==> src/rtl/cmd_issue_pkg.sv <==
package cmd_issue_pkg;

    typedef enum logic [1:0] {
        STS_OK  = 2'd0,
        STS_CRC = 2'd1,
        STS_TMO = 2'd2,
        STS_BUS = 2'd3
    } cmd_status_e;

    typedef enum logic [2:0] {
        SQ_IDLE,
        SQ_WR_LEN,
        SQ_WR_CTRL,
        SQ_GAP,
        SQ_POLL,
        SQ_RD_CTRL,
        SQ_RD_LEN
    } seq_state_e;

    localparam logic [10:0] FW_CMD_CRC_BAD = 11'h400;
    localparam logic [10:0] FW_PAY_CRC_BAD = 11'h401;

    // Byte-wise CRC-6 (x^6+x^5+x^3+x^2+x+1), 8-bit aligned register form.
    function automatic logic [5:0] crc6_calc(input logic [15:0] word_c,
                                             input logic [9:0]  word_l);
        logic [31:0] dat;
        logic [5:0]  crc;
        logic [7:0]  r;
        dat = {6'b0, word_l, word_c};
        crc = 6'd0;
        for (int b = 0; b < 4; b++) begin
            r = {crc, 2'b00} ^ dat[8*b +: 8];
            for (int k = 0; k < 8; k++) begin
                r = r[7] ? ({r[6:0], 1'b0} ^ 8'hBC) : {r[6:0], 1'b0};
            end
            crc = r[7:2];
        end
        return crc;
    endfunction

endpackage

==> src/rtl/cmd_crc6_codec.sv <==
module cmd_crc6_codec
    import cmd_issue_pkg::*;
(
    input  logic [12:0] id_i,
    input  logic [9:0]  len_i,
    input  logic [15:0] rsp_ctrl_i,
    input  logic [15:0] rsp_len_i,
    output logic [15:0] enc_ctrl_o,
    output logic [15:0] enc_len_o,
    output logic        rsp_ok_o,
    output logic [10:0] rsp_val_o
);
    logic [15:0] pre_ctrl;
    logic [5:0]  tx_crc;
    logic [15:0] rebuilt_ctrl;
    logic [5:0]  rx_crc;
    logic [5:0]  chk_crc;

    always_comb begin
        pre_ctrl     = {3'b111, id_i};
        tx_crc       = crc6_calc(pre_ctrl, len_i);
        enc_ctrl_o   = {1'b1, tx_crc[5:4], id_i};
        enc_len_o    = {2'b11, tx_crc[3:0], len_i};

        rx_crc       = {rsp_ctrl_i[14:13], rsp_len_i[13:10]};
        rebuilt_ctrl = {rsp_ctrl_i[15], rsp_len_i[14], rsp_len_i[15], rsp_ctrl_i[12:0]};
        chk_crc      = crc6_calc(rebuilt_ctrl, rsp_len_i[9:0]);
        rsp_ok_o     = (rx_crc == chk_crc);
        rsp_val_o    = {rsp_len_i[14], rsp_len_i[9:0]};
    end
endmodule

==> src/rtl/cmd_gap_timer.sv <==
module cmd_gap_timer #(
    parameter int GAP = 1875
) (
    input  logic clk,
    input  logic rst_n,
    input  logic run,
    output logic expired
);
    localparam int CW = $clog2(GAP + 1);

    logic [CW-1:0] cnt_q;

    always_ff @(posedge clk or negedge rst_n) begin
        if (!rst_n)      cnt_q <= '0;
        else if (!run)   cnt_q <= '0;
        else             cnt_q <= cnt_q + 1'b1;
    end

    assign expired = run && (cnt_q == CW'(GAP - 1));
endmodule

==> src/rtl/cmd_issue_seq.sv <==
module cmd_issue_seq
    import cmd_issue_pkg::*;
#(
    parameter int          ADDR_W     = 5,
    parameter int          CTRL_ADDR  = 0,
    parameter int          LEN_ADDR   = 1,
    parameter int          POLL_GAP   = 1875,
    parameter int          POLL_LIMIT = 33334
) (
    input  logic              clk,
    input  logic              rst_n,
    input  logic              start,
    input  logic [12:0]       cmd_id,
    input  logic [9:0]        cmd_len,
    input  logic              crc_clr,
    output logic              busy,
    output logic              done,
    output logic [1:0]        status,
    output logic [10:0]       result,
    output logic              crc_latched,
    output logic              shutdown_req,
    output logic              bus_req,
    output logic              bus_we,
    output logic [ADDR_W-1:0] bus_addr,
    output logic [15:0]       bus_wdata,
    input  logic              bus_ack,
    input  logic              bus_err,
    input  logic [15:0]       bus_rdata
);
    localparam int PCW = $clog2(POLL_LIMIT + 1);

    typedef struct packed {
        seq_state_e     st;
        logic [15:0]    enc_ctrl;
        logic [15:0]    enc_len;
        logic [15:0]    rsp_ctrl;
        logic [PCW-1:0] npoll;
        logic           done;
        cmd_status_e    status;
        logic [10:0]    result;
        logic           latched;
        logic           shut;
    } seq_regs_t;

    seq_regs_t q, d;

    logic [15:0] enc_ctrl_w, enc_len_w;
    logic        rsp_ok_w;
    logic [10:0] rsp_val_w;
    logic        gap_run, gap_done;

    cmd_crc6_codec u_codec (
        .id_i       (cmd_id),
        .len_i      (cmd_len),
        .rsp_ctrl_i (q.rsp_ctrl),
        .rsp_len_i  (bus_rdata),
        .enc_ctrl_o (enc_ctrl_w),
        .enc_len_o  (enc_len_w),
        .rsp_ok_o   (rsp_ok_w),
        .rsp_val_o  (rsp_val_w)
    );

    assign gap_run = (q.st == SQ_GAP);

    cmd_gap_timer #(.GAP(POLL_GAP)) u_gap (
        .clk     (clk),
        .rst_n   (rst_n),
        .run     (gap_run),
        .expired (gap_done)
    );

    always_comb begin
        logic        fin;
        logic        evt;
        cmd_status_e fin_sts;
        logic [10:0] fin_res;

        d        = q;
        d.done   = 1'b0;
        d.shut   = 1'b0;
        fin      = 1'b0;
        evt      = 1'b0;
        fin_sts  = STS_OK;
        fin_res  = '0;

        if (crc_clr) d.latched = 1'b0;

        unique case (q.st)
            SQ_IDLE: begin
                if (start) begin
                    d.enc_ctrl = enc_ctrl_w;
                    d.enc_len  = enc_len_w;
                    d.npoll    = '0;
                    d.st       = SQ_WR_LEN;
                end
            end
            SQ_WR_LEN: if (bus_ack) begin
                if (bus_err) begin fin = 1'b1; fin_sts = STS_BUS; end
                else d.st = SQ_WR_CTRL;
            end
            SQ_WR_CTRL: if (bus_ack) begin
                if (bus_err) begin fin = 1'b1; fin_sts = STS_BUS; end
                else d.st = SQ_GAP;
            end
            SQ_GAP: if (gap_done) d.st = SQ_POLL;
            SQ_POLL: if (bus_ack) begin
                if (bus_err) begin
                    fin = 1'b1; fin_sts = STS_BUS;
                end else if (!bus_rdata[15]) begin
                    d.st = SQ_RD_CTRL;
                end else if (q.npoll == PCW'(POLL_LIMIT - 1)) begin
                    fin = 1'b1; fin_sts = STS_TMO;
                end else begin
                    d.npoll = q.npoll + 1'b1;
                    d.st    = SQ_GAP;
                end
            end
            SQ_RD_CTRL: if (bus_ack) begin
                if (bus_err) begin fin = 1'b1; fin_sts = STS_BUS; end
                else begin
                    d.rsp_ctrl = bus_rdata;
                    d.st       = SQ_RD_LEN;
                end
            end
            SQ_RD_LEN: if (bus_ack) begin
                fin = 1'b1;
                if (bus_err) begin
                    fin_sts = STS_BUS;
                end else if (!rsp_ok_w) begin
                    fin_sts = STS_CRC;
                    evt     = 1'b1;
                end else begin
                    fin_res = rsp_val_w;
                    evt     = (rsp_val_w == FW_CMD_CRC_BAD) || (rsp_val_w == FW_PAY_CRC_BAD);
                end
            end
            default: d.st = SQ_IDLE;
        endcase

        if (fin) begin
            d.st     = SQ_IDLE;
            d.done   = 1'b1;
            d.status = fin_sts;
            d.result = fin_res;
            if (evt) begin
                d.shut    = !q.latched;
                d.latched = 1'b1;
            end
        end
    end

    always_ff @(posedge clk or negedge rst_n) begin
        if (!rst_n) begin
            q          <= '0;
            q.st       <= SQ_IDLE;
            q.status   <= STS_OK;
        end else begin
            q <= d;
        end
    end

    always_comb begin
        bus_req   = 1'b0;
        bus_we    = 1'b0;
        bus_addr  = ADDR_W'(CTRL_ADDR);
        bus_wdata = '0;
        unique case (q.st)
            SQ_WR_LEN: begin
                bus_req = 1'b1; bus_we = 1'b1;
                bus_addr = ADDR_W'(LEN_ADDR); bus_wdata = q.enc_len;
            end
            SQ_WR_CTRL: begin
                bus_req = 1'b1; bus_we = 1'b1; bus_wdata = q.enc_ctrl;
            end
            SQ_POLL, SQ_RD_CTRL: bus_req = 1'b1;
            SQ_RD_LEN: begin
                bus_req = 1'b1; bus_addr = ADDR_W'(LEN_ADDR);
            end
            default: ;
        endcase
    end

    assign busy         = (q.st != SQ_IDLE);
    assign done         = q.done;
    assign status       = q.status;
    assign result       = q.result;
    assign crc_latched  = q.latched;
    assign shutdown_req = q.shut;
endmodule

==> config.mk <==
export PLATFORM = sky130hd
export DESIGN_NAME = cmd_issue_seq
export DESIGN_NICKNAME = d
export VERILOG_FILES = /design/src/rtl/cmd_issue_pkg.sv /design/src/rtl/cmd_crc6_codec.sv /design/src/rtl/cmd_gap_timer.sv /design/src/rtl/cmd_issue_seq.sv
export SDC_FILE = /design/constraint.sdc
export NUM_CORES = 1
export LEC_CHECK = 0
export ABC_AREA = 1
export ABC_CLOCK_PERIOD_IN_PS = 3730
export BUFFER_PORTS_ARGS = -buffer_cell sky130_fd_sc_hd__buf_4
export CELL_PAD_IN_SITES_DETAIL_PLACEMENT = 0
export CELL_PAD_IN_SITES_GLOBAL_PLACEMENT = 2
export CORE_UTILIZATION = 34
export CTS_CLUSTER_DIAMETER = 50
export DETAILED_ROUTE_END_ITERATION = 8
export PLACE_DENSITY = 0.81
export SYNTH_ARGS = -nofsm -noshare
export SYNTH_HDL_FRONTEND = slang
export SYNTH_HIERARCHICAL = 1
export SYNTH_SLANG_ARGS = --single-unit
==> constraint.sdc <==
create_clock -name clk -period 3.73 [get_ports clk]
set_input_delay 1.119 -clock clk [delete_from_list [all_inputs] [get_ports clk]]
set_output_delay 1.119 -clock clk [all_outputs]
set_load 0.02 [all_outputs]
# Word-level counts from Yosys, hierarchy flattened

Cells that the tools add are included.

Add/sub/neg operators: 2
Equality and inequality tests: 28
Multiplexer cells: 118
Bitwise operators: 71
Reductions and logical operators: 14

Operators by type and width:

| kind                                                            | number |
|---|---|
| 8-bit 2-to-1 mux                                                | 64 |
| 5-bit inverter                                                  | 64 |
| 16-bit 2-to-1 mux                                               | 6 |
| 16-bit one-hot mux with 2 select lines                          | 2 |
| 11-bit 2-to-1 mux                                               | 5 |
| 3-bit 2-to-1 mux                                                | 12 |
| 35-bit 2-to-1 mux                                               | 1 |
| 11-bit == test, second input constant                           | 3 |
| 8-bit bitwise XOR                                               | 4 |
| 3-bit != test, second input constant                            | 10 |
| 3-bit one-hot mux with 7 select lines                           | 1 |
| 2-bit 2-to-1 mux                                                | 9 |
| 16-bit by 1-bit adder with 16-bit output, second input constant | 1 |
| 16-bit == test, second input constant                           | 1 |
| 1-bit 2-to-1 mux                                                | 16 |
| 8-bit by 2-bit bitwise XOR with 8-bit output                    | 2 |
| 2-bit != test, second input constant                            | 6 |
| 12-bit AND reduction                                            | 1 |
| 11-bit by 1-bit adder with 11-bit output, second input constant | 1 |
| 3-bit == test, second input constant                            | 3 |
| 3-bit by 2-bit == test with 1-bit output, second input constant | 2 |
| 6-bit == test                                                   | 1 |
| 2-bit one-hot mux with 3 select lines                           | 1 |
| 6-bit AND reduction                                             | 1 |
| 15 further kinds                                                | 16 |

Flip-flop bits (word level): 93
Input port bits: 45
Output and inout bits: 40

# Depth between registers and ports, before layout

Gate-level depths: netlist of run 1.

Depth after elaboration: 74
Mapped depth: 40
Mapped depth without buffers: 38

# Hierarchy

Netlist of run 1, hierarchy kept.

By module, submodules not included:

| module         | times used | cells an instance | area each (um^2) | seq. area each (um^2) |
|---|---|---|---|---|
| cmd_issue_seq  | 1          | 502               | 4277.9           | 2077.0 |
| cmd_crc6_codec | 1          | 671               | 3485.8           | 0.0 |
| cmd_gap_timer  | 1          | 72                | 574.3            | 275.3 |

# Worst setup path after synthesis of run 1

No wires, ideal clock.

Path type: input to register
Start point: input port bus_rdata[14]
End point: register q (netlist bit result[10])
Library setup time: 0.065 ns
Arrival time: 3.732 ns
Required time: 3.665 ns
Setup slack: -0.067 ns
Stages: 30
Cells stage by stage: xor2_1 nand3_1 nand2_2 nand2_2 nand2_2 inv_1 nand2_2 nand2_2 nand2_1 nand2_1 inv_1 nand3_2 nand2_1 nand2_1 nand2_1 nand2_1 nand2_1 nand2_2 nand2_4 nand2_1 nand3_1 nand2_1 nand2_1 nand3_1 nor3_2 nand2_1 nor2_1 buf_2 nand2_1 nand2_1

Longest elaborated chain between the ends: 48

Ends and longest elaborated chain:

| item                                                                | line                 | source |
|---|---|---|
| from (decl)                                                         | cmd_issue_seq.sv:28  | `input logic [15:0] bus_rdata` |
| 8-bit bitwise XOR (*)                                               | cmd_issue_pkg.sv:32  | `r = {crc, 2'b00} ^ dat[8*b +: 8];` |
| 5-bit inverter (no line)                                            | --                   |  |
| 8-bit 2-to-1 mux (*) (3 in series)                                  | cmd_issue_pkg.sv:34  | `r = r[7] ? ({r[6:0], 1'b0} ^ 8'hBC) : {r[6:0], 1'b0};` |
| 5-bit inverter (no line) / 8-bit 2-to-1 mux (equally long branches) | --                   |  |
| 8-bit 2-to-1 mux (*)                                                | cmd_issue_pkg.sv:34  |  |
| 5-bit inverter (no line) / 8-bit 2-to-1 mux (equally long branches) | --                   |  |
| 8-bit 2-to-1 mux (*)                                                | cmd_issue_pkg.sv:34  |  |
| 5-bit inverter (no line) / 8-bit 2-to-1 mux (equally long branches) | --                   |  |
| [... 31 more ...]                                                   | --                   |  |
| 5-bit inverter (no line) / 8-bit 2-to-1 mux (equally long branches) | --                   |  |
| 8-bit 2-to-1 mux (*)                                                | cmd_issue_pkg.sv:34  |  |
| 6-bit == test (*)                                                   | cmd_crc6_codec.sv:28 | `rsp_ok_o = (rx_crc == chk_crc);` |
| via rsp_ok_w                                                        | cmd_issue_seq.sv:48  | `logic rsp_ok_w;` |
| 11-bit 2-to-1 mux (*)                                               | cmd_issue_seq.sv:129 | `end else if (!rsp_ok_w) begin` |
| 11-bit 2-to-1 mux (*)                                               | cmd_issue_seq.sv:127 | `if (bus_err) begin` |
| 11-bit 2-to-1 mux (*)                                               | cmd_issue_seq.sv:125 | `SQ_RD_LEN: if (bus_ack) begin` |
| 11-bit 2-to-1 mux (*)                                               | cmd_issue_seq.sv:88  | `unique case (q.st)` |
| to (decl)                                                           | cmd_issue_seq.sv:45  | `seq_regs_t q, d;` |

Mark *: on every way through the listed nets, which the timed path passes. The rest lies on a longest branch.
A chain may end at the register's enable or synchronous reset.

# Worst setup path in the final report of run 1

Start point: input port bus_rdata[14]
End point: register q (netlist bit result[5])

The elaborated chain is that of the path after synthesis.

==> impl_metrics.tcl, run 1 <==
set metrics [dict create \
    status "complete, but fails checks" \
    violations "setup timing" \
    top_layer "met4" \
    crit_buf_inv 2 \
    critPathTopFamily "simple AND/OR/NAND/NOR gates" \
    hold_start "result[9]" \
    met3WireLength_um 678 \
    post-route-min-period_ns 3.974 \
    maxSlewViolCount 0 \
    ctsLongestPathBuffers 2 \
    vias 8143 \
    finalSetupViolations 18 \
    hold_path_depth 2 \
    ys_warn_count 6 \
    seq_area_mm2 0.002357 \
    crit_fanout 6 \
    crit_top_cell "nand2_2" \
    setup.worst_path.class "in2reg" \
    port_buffers 80 \
    synth_top_area_share 0.2821 \
    area_delta_synth_final_pct 46.61 \
    met2WireLength_um 12420 \
    instances_no_fill 1708 \
    gr-total-overflow 0 \
    hold_slack_ns 0.4851 \
    n_antenna_cell 0 \
    clk_pin_slew_worst_paths_ns 0.07 \
    final_util 0.5146 \
    remaining_drc_errors 0 \
    timing.rr.start "q[35]" \
    holdPathEnd "result[9]" \
    cp-start-kind "primary input" \
    grt_first_pass_wirelength_um 38990 \
    placedCellCount 1650 \
    clock.fmax_mhz 251.6 \
    avgSynthCellArea_um2 6.697 \
    core_area_mm2 0.02375 \
    start_util 0.3510 \
    synth_edf_count 0 \
    final_cell_mix "263 x nand2_1, 163 x buf_4, 143 x nand2_2" \
    yosys_register_bits 94 \
    drive_above_1_share 0.4672 \
    row_count 56 \
    post_drt_wl_per_cell_um 14.50 \
    slowest_delay_ns 0.23 \
    n_fill_cell 2295 \
    cts_buffers 9 \
    seq_area_frac_synth 0.2821 \
    hp-class "reg2reg" \
    htree_levels 3 \
    die_w_um 158.6 \
    antenna_found_initial 0 \
    netlist_area_mm2 0.008338 \
    drt_iter0_markers 351 \
    finalCritPeriodShare 1.065 \
    async_flop_share 1.000 \
    crit_slowest_cell "nor3_4" \
    layout.nets 1433 \
    reg2reg_depth 34 \
    worstReg2RegEnd "result[5]" \
    die_h_um 158.6 \
    place_congestion 0.8169 \
    track_usage 0.2006 \
    cts_hold_buffers 0 \
    synthDistinctLibCells 45 \
    cts_tree "built" \
    synth-main-ff-cell "dfrtp_1" \
    layout_commonest_cell "nand2_1" \
    skew_ns 0.008086 \
    tightest_slew_ns 0.7803 \
    critical_path.endpoint_type "flop" \
    wirelength_um 24760 \
    cp_num_cells 31 \
    boundaryPins 85 \
    multi_input_area_mm2 0.006887 \
    clk_latency_ns 0.35 \
    critPathArrivalTime_ns 4.26 \
    synth_top_cell_by_area "dfrtp_1" \
    syn_inst 1245 \
    final_hold_viol_count 0 \
    grt_max_degree 66 \
    die_area_mm2 0.02515 \
    rrSetupSlack_ns -0.21 \
    finalSetupTns_ns -3.188 \
    clockRootBuffer "clkbuf_16" \
    cp.required_ns 4.02 \
    wl_met1_um 11350 \
    slew_headroom 0.4785 \
    cts.sinks 94 \
    ant_nets 0 \
    rsz0062_at_grt "yes" \
    setup_ws_ns -0.2439 \
    first_pass_iters 5 \
    cap_viol_max_count 0 \
    dpl.hpwl_um 17770 \
    grt_pass1_vias 7835 \
    viasPerCell 4.768 \
    ys_top_cells_by_area "dfrtp_1 28%, nand2_1 20%, nand3_1 9.6%" \
]
-- worst reg2reg max path, delay by kind of cell, from the launching register on --
| family | cells | cell delay (ns) |
|---|---|---|
| DFF | 1 | 0.40 |
| xor gates and xnor gates | 1 | 0.16 |
| buffers and inverters | 3 | 0.42 |
| and+or+nand+nor | 30 | 2.91 |
-- cells in the mapped netlist, types with 6 or more instances --
library cell,count
nand3_1,160
inv_2,10
nand3_2,10
nand2_2,47
inv_1,144
nand2_4,10
buf_2,10
o22ai_1,18
a21oi_1,9
mux2_2,6
buf_4,56
mux2_4,10
nand4_1,7
nand2_1,442
nor3_1,6
dfrtp_1,94
xnor2_1,15
xor2_1,27
nor2_1,56
o21ai_0,40
nand3b_1,10
xnor3_1,8
-- registers in the layout (all words and copies together), names as in the netlist --
| signal | cells |
|---|---|
| crc_latched | 1 |
| done | 1 |
| q | 67 |
| result | 11 |
| shutdown_req | 1 |
| status | 2 |
| u_gap/cnt_q | 11 |
-- cell families after synthesis --
| family | share of synthesized area |
|---|---|
| AND/OR/NAND/NOR | 0.4218 |
| buffers and inverters | 0.1348 |
| flip-flops | 0.2821 |
| AO/OA/AOI/OAI | 0.05477 |
| XOR/XNOR | 0.07353 |
| multiplexers | 0.02611 |
| adder cells (fa/ha/maj) | 0.006003 |
| other | 0.0009007 |
-- timing repair --
item	CTS	global route
setup endpoints to repair	20	20
gates resized for setup	268	237
pin swaps	81	137
setup buffers	23	21
gates cloned	1	0
-- stage by stage --
stage	setup slack, ns	area (µm²)
after CTS	-0.1203	11030
after floorplan	0.002898	8468
after global placement	-0.5630	9509
after global routing	-0.4571	12220
final	-0.2439	12220
after detailed placement	-0.5981	9509
-- final cells by class --
type                       count  share of cell area
clock inverter                 5            0.005322
tap                          319             0.03265
multi-input combinational    927              0.5634
clock buffer                  11             0.01986
sequential                    94              0.1928
timing repair buffer         197              0.1359
inverter                     155             0.05005
-- worst max path at each step --
| stage | startpoint | to | slack, ns |
|---|---|---|---|
| after floorplan | bus_rdata[14] | result[10] | 0.003 |
| after global placement | bus_rdata[14] | status[0] | -0.56 |
| after detailed placement | bus_rdata[14] | result[4] | -0.60 |
| after CTS | bus_rdata[14] | result[4] | -0.12 |
| after global routing | bus_rdata[14] | result[5] | -0.46 |
| final | bus_rdata[14] | result[5] | -0.24 |
-- layer usage --
layer | GRT usage | vias to the layer above
li1 | - | 4168
met1 | 0.2639 | 3844
met2 | 0.3446 | 112
met3 | 0.02314 | 19
met4 | 0.05678 | 0
met5 | 0 | -
Power of run 1 is not shown: default switching activity piles up to over one toggle a cycle in this logic, so the estimate is an artifact.
==> run 2: changes to the inputs <==
BUFFER_PORTS_ARGS = unset   (was -buffer_cell sky130_fd_sc_hd__buf_4)
CORE_UTILIZATION = 36   (was 34)
DONT_BUFFER_PORTS = 1   (was unset)
PLACE_DENSITY = 0.8   (was 0.81)
==> impl_metrics.tcl, run 2 (synthesis gave the netlist of run 1 again) <==
set metrics [dict create \
    port_buffers 0 \
    final_cell_mix "255 x nand2_1, 145 x nand2_2, 115 x inv_1" \
    track_usage 0.1995 \
    post_drt_wl_per_cell_um 15.22 \
    skew_ns 0.009518 \
    seq_area_mm2 0.002357 \
    crit_top_cell "nand2_4" \
    clk_pin_slew_worst_paths_ns 0.07 \
    antenna_found_initial 0 \
    crit_buf_inv 5 \
    die_h_um 154.2 \
    largest_register_ffs 67 \
    setup.worst_path.class "reg2reg" \
    critPathArrivalTime_ns 4.25 \
    hp-class "in2async" \
    finalCritPeriodShare 1.062 \
    cts.sinks 94 \
    cp-start-kind "flop" \
    clk_latency_ns 0.35 \
    worstReg2RegEnd "result[8]" \
    layout.nets 1346 \
    crit_fanout 6 \
    grt_first_pass_wirelength_um 37650 \
    area_delta_synth_final_pct 39.30 \
    rrSetupSlack_ns -0.23 \
    viasPerCell 4.942 \
    cts_buffers 9 \
    drt_iter0_markers 340 \
    crit_slowest_cell "dfrtp_2" \
    timing.rr.start "q[35]" \
    violations "setup timing" \
    rsz0062_at_grt "yes" \
    tightest_slew_ns 0.7516 \
    hold_slack_ns 0.4634 \
    row_count 55 \
    post-route-min-period_ns 3.963 \
    ctsLongestPathBuffers 2 \
    cts_tree "built" \
    layout_commonest_cell "nand2_1" \
    reg2reg_depth 30 \
    grt_max_degree 95 \
    critical_path.endpoint_type "flop" \
    start_util 0.3672 \
    final_hold_viol_count 0 \
    die_area_mm2 0.02377 \
    cap_viol_max_count 0 \
    maxSlewViolCount 0 \
    first_pass_iters 4 \
    place_congestion 0.8273 \
    wirelength_um 24140 \
    slew_headroom 0.4977 \
    setup_ws_ns -0.2328 \
    clock.fmax_mhz 252.3 \
    htree_levels 3 \
    gr-total-overflow 0 \
    boundaryPins 85 \
    dpl.hpwl_um 16880 \
    critPathTopFamily "simple AND/OR/NAND/NOR gates" \
    die_w_um 154.2 \
    vias 7838 \
    remaining_drc_errors 0 \
    drive_above_1_share 0.4427 \
    cp.required_ns 4.02 \
    grt_pass1_vias 7343 \
    n_antenna_cell 0 \
    top_register "q" \
    cts_hold_buffers 0 \
    ant_nets 0 \
    clockRootBuffer "clkbuf_16" \
    n_fill_cell 2218 \
    status "complete, but fails checks" \
    slowest_delay_ns 0.48 \
    finalSetupViolations 14 \
    core_area_mm2 0.02271 \
    multi_input_area_mm2 0.007047 \
]
[run 2: cell types whose count changed in the layout (fill, tap and decap cells not counted), moves of 4 or more]
cell / previous run / this run
buf_12: 7 / 2
buf_4: 163 / 83
inv_1: 119 / 115
nand2_1: 263 / 255
nand2_4: 72 / 76
nand3_1: 76 / 70
nand3_2: 60 / 56
nand3_4: 35 / 45
[run 2: layout make-up]
cell class	instances	area share
Clock inverter	5	0.005171
Multi-Input combinational cell	927	0.6067
Tap cell	285	0.03070
Clock buffer	10	0.01971
Timing Repair Buffer	110	0.08133
Sequential cell	94	0.2030
Inverter	155	0.05343
[run 2: repair_timing]
action | CTS | global route
pin swaps | 88 | 172
buffers inserted | 25 | 21
resized for setup | 192 | 335
endpoints found under the setup margin | 17 | 20
cloned | 1 | 0
[run 2: worst max-delay path by stage]
stage | start | depth (start not counted) | slack [ns] | end
final | q[35] | 30 | -0.23 | result[8]
after global routing | q[37] | 36 | -0.51 | result[8]
after CTS | q[35] | 35 | -0.21 | result[0]
after detailed placement | bus_rdata[14] | 30 | -0.67 | result[0]
after global placement | bus_rdata[14] | 30 | -0.58 | result[1]
after floorplan | bus_rdata[14] | 30 | 0.003 | result[10]
[run 2: metal layers]
metal	global-route usage	wire length (µm)	part of all wire
met1	0.2666	10990	0.46
met5	0	0	0
met3	0.03783	1035	0.043
met4	0.06095	426	0.018
met2	0.3260	11690	0.48
[run 2: metrics by stage]
| stage | TNS [ns] | cells | setup slack [ns] | cell area [µm²] | util |
|---|---|---|---|---|---|
| finish | -2.965 | 1586 | -0.2328 | 11610 | 0.5115 |
| global route | -7.403 | 1586 | -0.5115 | 11610 | 0.5115 |
| CTS | -2.466 | 1567 | -0.2070 | 10050 | 0.4426 |
| detailed placement | -11.13 | 1526 | -0.6723 | 8778 | 0.3866 |
| global placement | -9.746 | 1526 | -0.5834 | 8778 | 0.3866 |
| floorplan | 0 | 1250 | 0.002898 | 8468 | - |
Power of run 2 is left out for the same reason.
==> run 3: changes to the inputs <==
CORE_ASPECT_RATIO = 0.5   (was unset)
GPL_ROUTABILITY_DRIVEN = 0   (was unset)
SKIP_LAST_GASP = 1   (was unset)
==> impl_metrics.tcl, run 3 (synthesis gave the netlist of run 1 again) <==
set metrics [dict create \
    core_area_mm2 0.02220 \
    antenna_found_initial 0 \
    top_register "q" \
    grt_pass1_vias 7210 \
    drt_iter0_markers 466 \
    worstReg2RegEnd "result[4]" \
    wirelength_um 23770 \
    crit_fanout 6 \
    viasPerCell 4.920 \
    cp.required_ns 4.02 \
    area_delta_synth_final_pct 36.34 \
    clock.fmax_mhz 258.7 \
    cap_viol_max_count 0 \
    post-route-min-period_ns 3.866 \
    htree_levels 3 \
    placed_area_mm2 0.008742 \
    critical_path.endpoint_type "flop" \
    rrSetupSlack_ns -0.14 \
    setup.worst_path.class "reg2reg" \
    n_fill_cell 2148 \
    setup_ws_ns -0.1357 \
    cts_buffers 9 \
    final_util 0.5120 \
    design_area_mm2 0.01137 \
    final_hold_viol_count 0 \
    reg2reg_depth 34 \
    die_w_um 217.2 \
    largest_register_ffs 67 \
    n_antenna_cell 0 \
    die_area_mm2 0.02381 \
    layout_commonest_cell "nand2_1" \
    vias 7853 \
    clockRootBuffer "clkbuf_16" \
    gr-total-overflow 0 \
    boundaryPins 85 \
    cts.sinks 94 \
    rsz0062_at_grt "yes" \
    remaining_drc_errors 0 \
    slowest_delay_ns 0.46 \
    layout.nets 1340 \
    timing.rr.start "q[35]" \
    critPathArrivalTime_ns 4.16 \
    finalSetupViolations 15 \
    die_h_um 109.6 \
    ant_nets 0 \
    crit_slowest_cell "dfrtp_2" \
    final_cell_mix "268 x nand2_1, 140 x nand2_2, 120 x inv_1" \
    clk_pin_slew_worst_paths_ns 0.07 \
    track_usage 0.1920 \
    drive_above_1_share 0.4221 \
    first_pass_iters 5 \
    finalCritPeriodShare 1.036 \
    post_drt_wl_per_cell_um 14.90 \
    placedCellCount 1532 \
    instances_no_fill 1596 \
    cts_tree "built" \
    slew_headroom 0.4641 \
    row_count 38 \
    grt_max_degree 95 \
    status "complete, but fails checks" \
    start_util 0.3755 \
    grt_first_pass_wirelength_um 36100 \
    dpl.hpwl_um 16550 \
    maxSlewViolCount 0 \
    tightest_slew_ns 0.8019 \
    cp-start-kind "flop" \
    hp-class "in2async" \
    port_buffers 0 \
    violations "setup timing" \
    clk_latency_ns 0.36 \
    skew_ns 0.01058 \
    ctsLongestPathBuffers 2 \
]
==> run 3: repair_timing <==
item,in CTS,in global routing
setup endpoints to repair,18,20
hold buffers,0,0
gates resized for setup,165,315
buffers inserted,18,31
pin swaps,83,151
cloned,1,0
==> run 3: metal layers <==
layer / wire length (µm) / global-route usage / part of all wire
met5: 0 / 0 / 0
met1: 10610 / 0.2338 / 0.45
met3: 1203 / 0.05450 / 0.051
met2: 11770 / 0.3393 / 0.49
met4: 192 / 0.04125 / 0.0081
==> run 3: area by class of cell <==
cell class	count	area, µm²	area share
clock inverter	5	63.81	0.005613
multi-input combinational	927	6795	0.5977
timing repair buffer	104	895.9	0.07880
tap	300	375.4	0.03302
clock buffer	11	252.7	0.02223
inverter	155	628.1	0.05525
sequential	94	2357	0.2074
==> run 3: how the worst max path moves through the flow <==
stage	from	endpoint	slack [ns]	depth (start not counted)
after global routing	q[36]	result[3]	-0.43	40
after global placement	bus_rdata[14]	crc_latched	-0.46	26
final	q[35]	result[4]	-0.14	34
after detailed placement	bus_rdata[14]	crc_latched	-0.54	27
after CTS	q[35]	status[0]	-0.06	32
after floorplan	bus_rdata[14]	result[10]	0.003	30
==> run 3: per-stage QoR <==
stage | hold slack [ns] | worst slack [ns] | TNS, ns
final | 0.4543 | -0.1357 | -1.571
after global routing | 0.4312 | -0.4265 | -6.466
after detailed placement | 0.5022 | -0.5380 | -9.435
after CTS | 0.4363 | -0.05846 | -0.5805
after floorplan | 0.4431 | 0.002898 | 0
after global placement | 0.4861 | -0.4572 | -8.160
==> run 3: critical path, delay by kind of cell, from the launching register on <==
family	cells	cell delay, ns
buffers and inverters	6	0.78
and+or+nand+nor	26	2.25
xor gates and xnor gates	2	0.30
DFF	1	0.46
Power of run 3 is left out for the same reason.
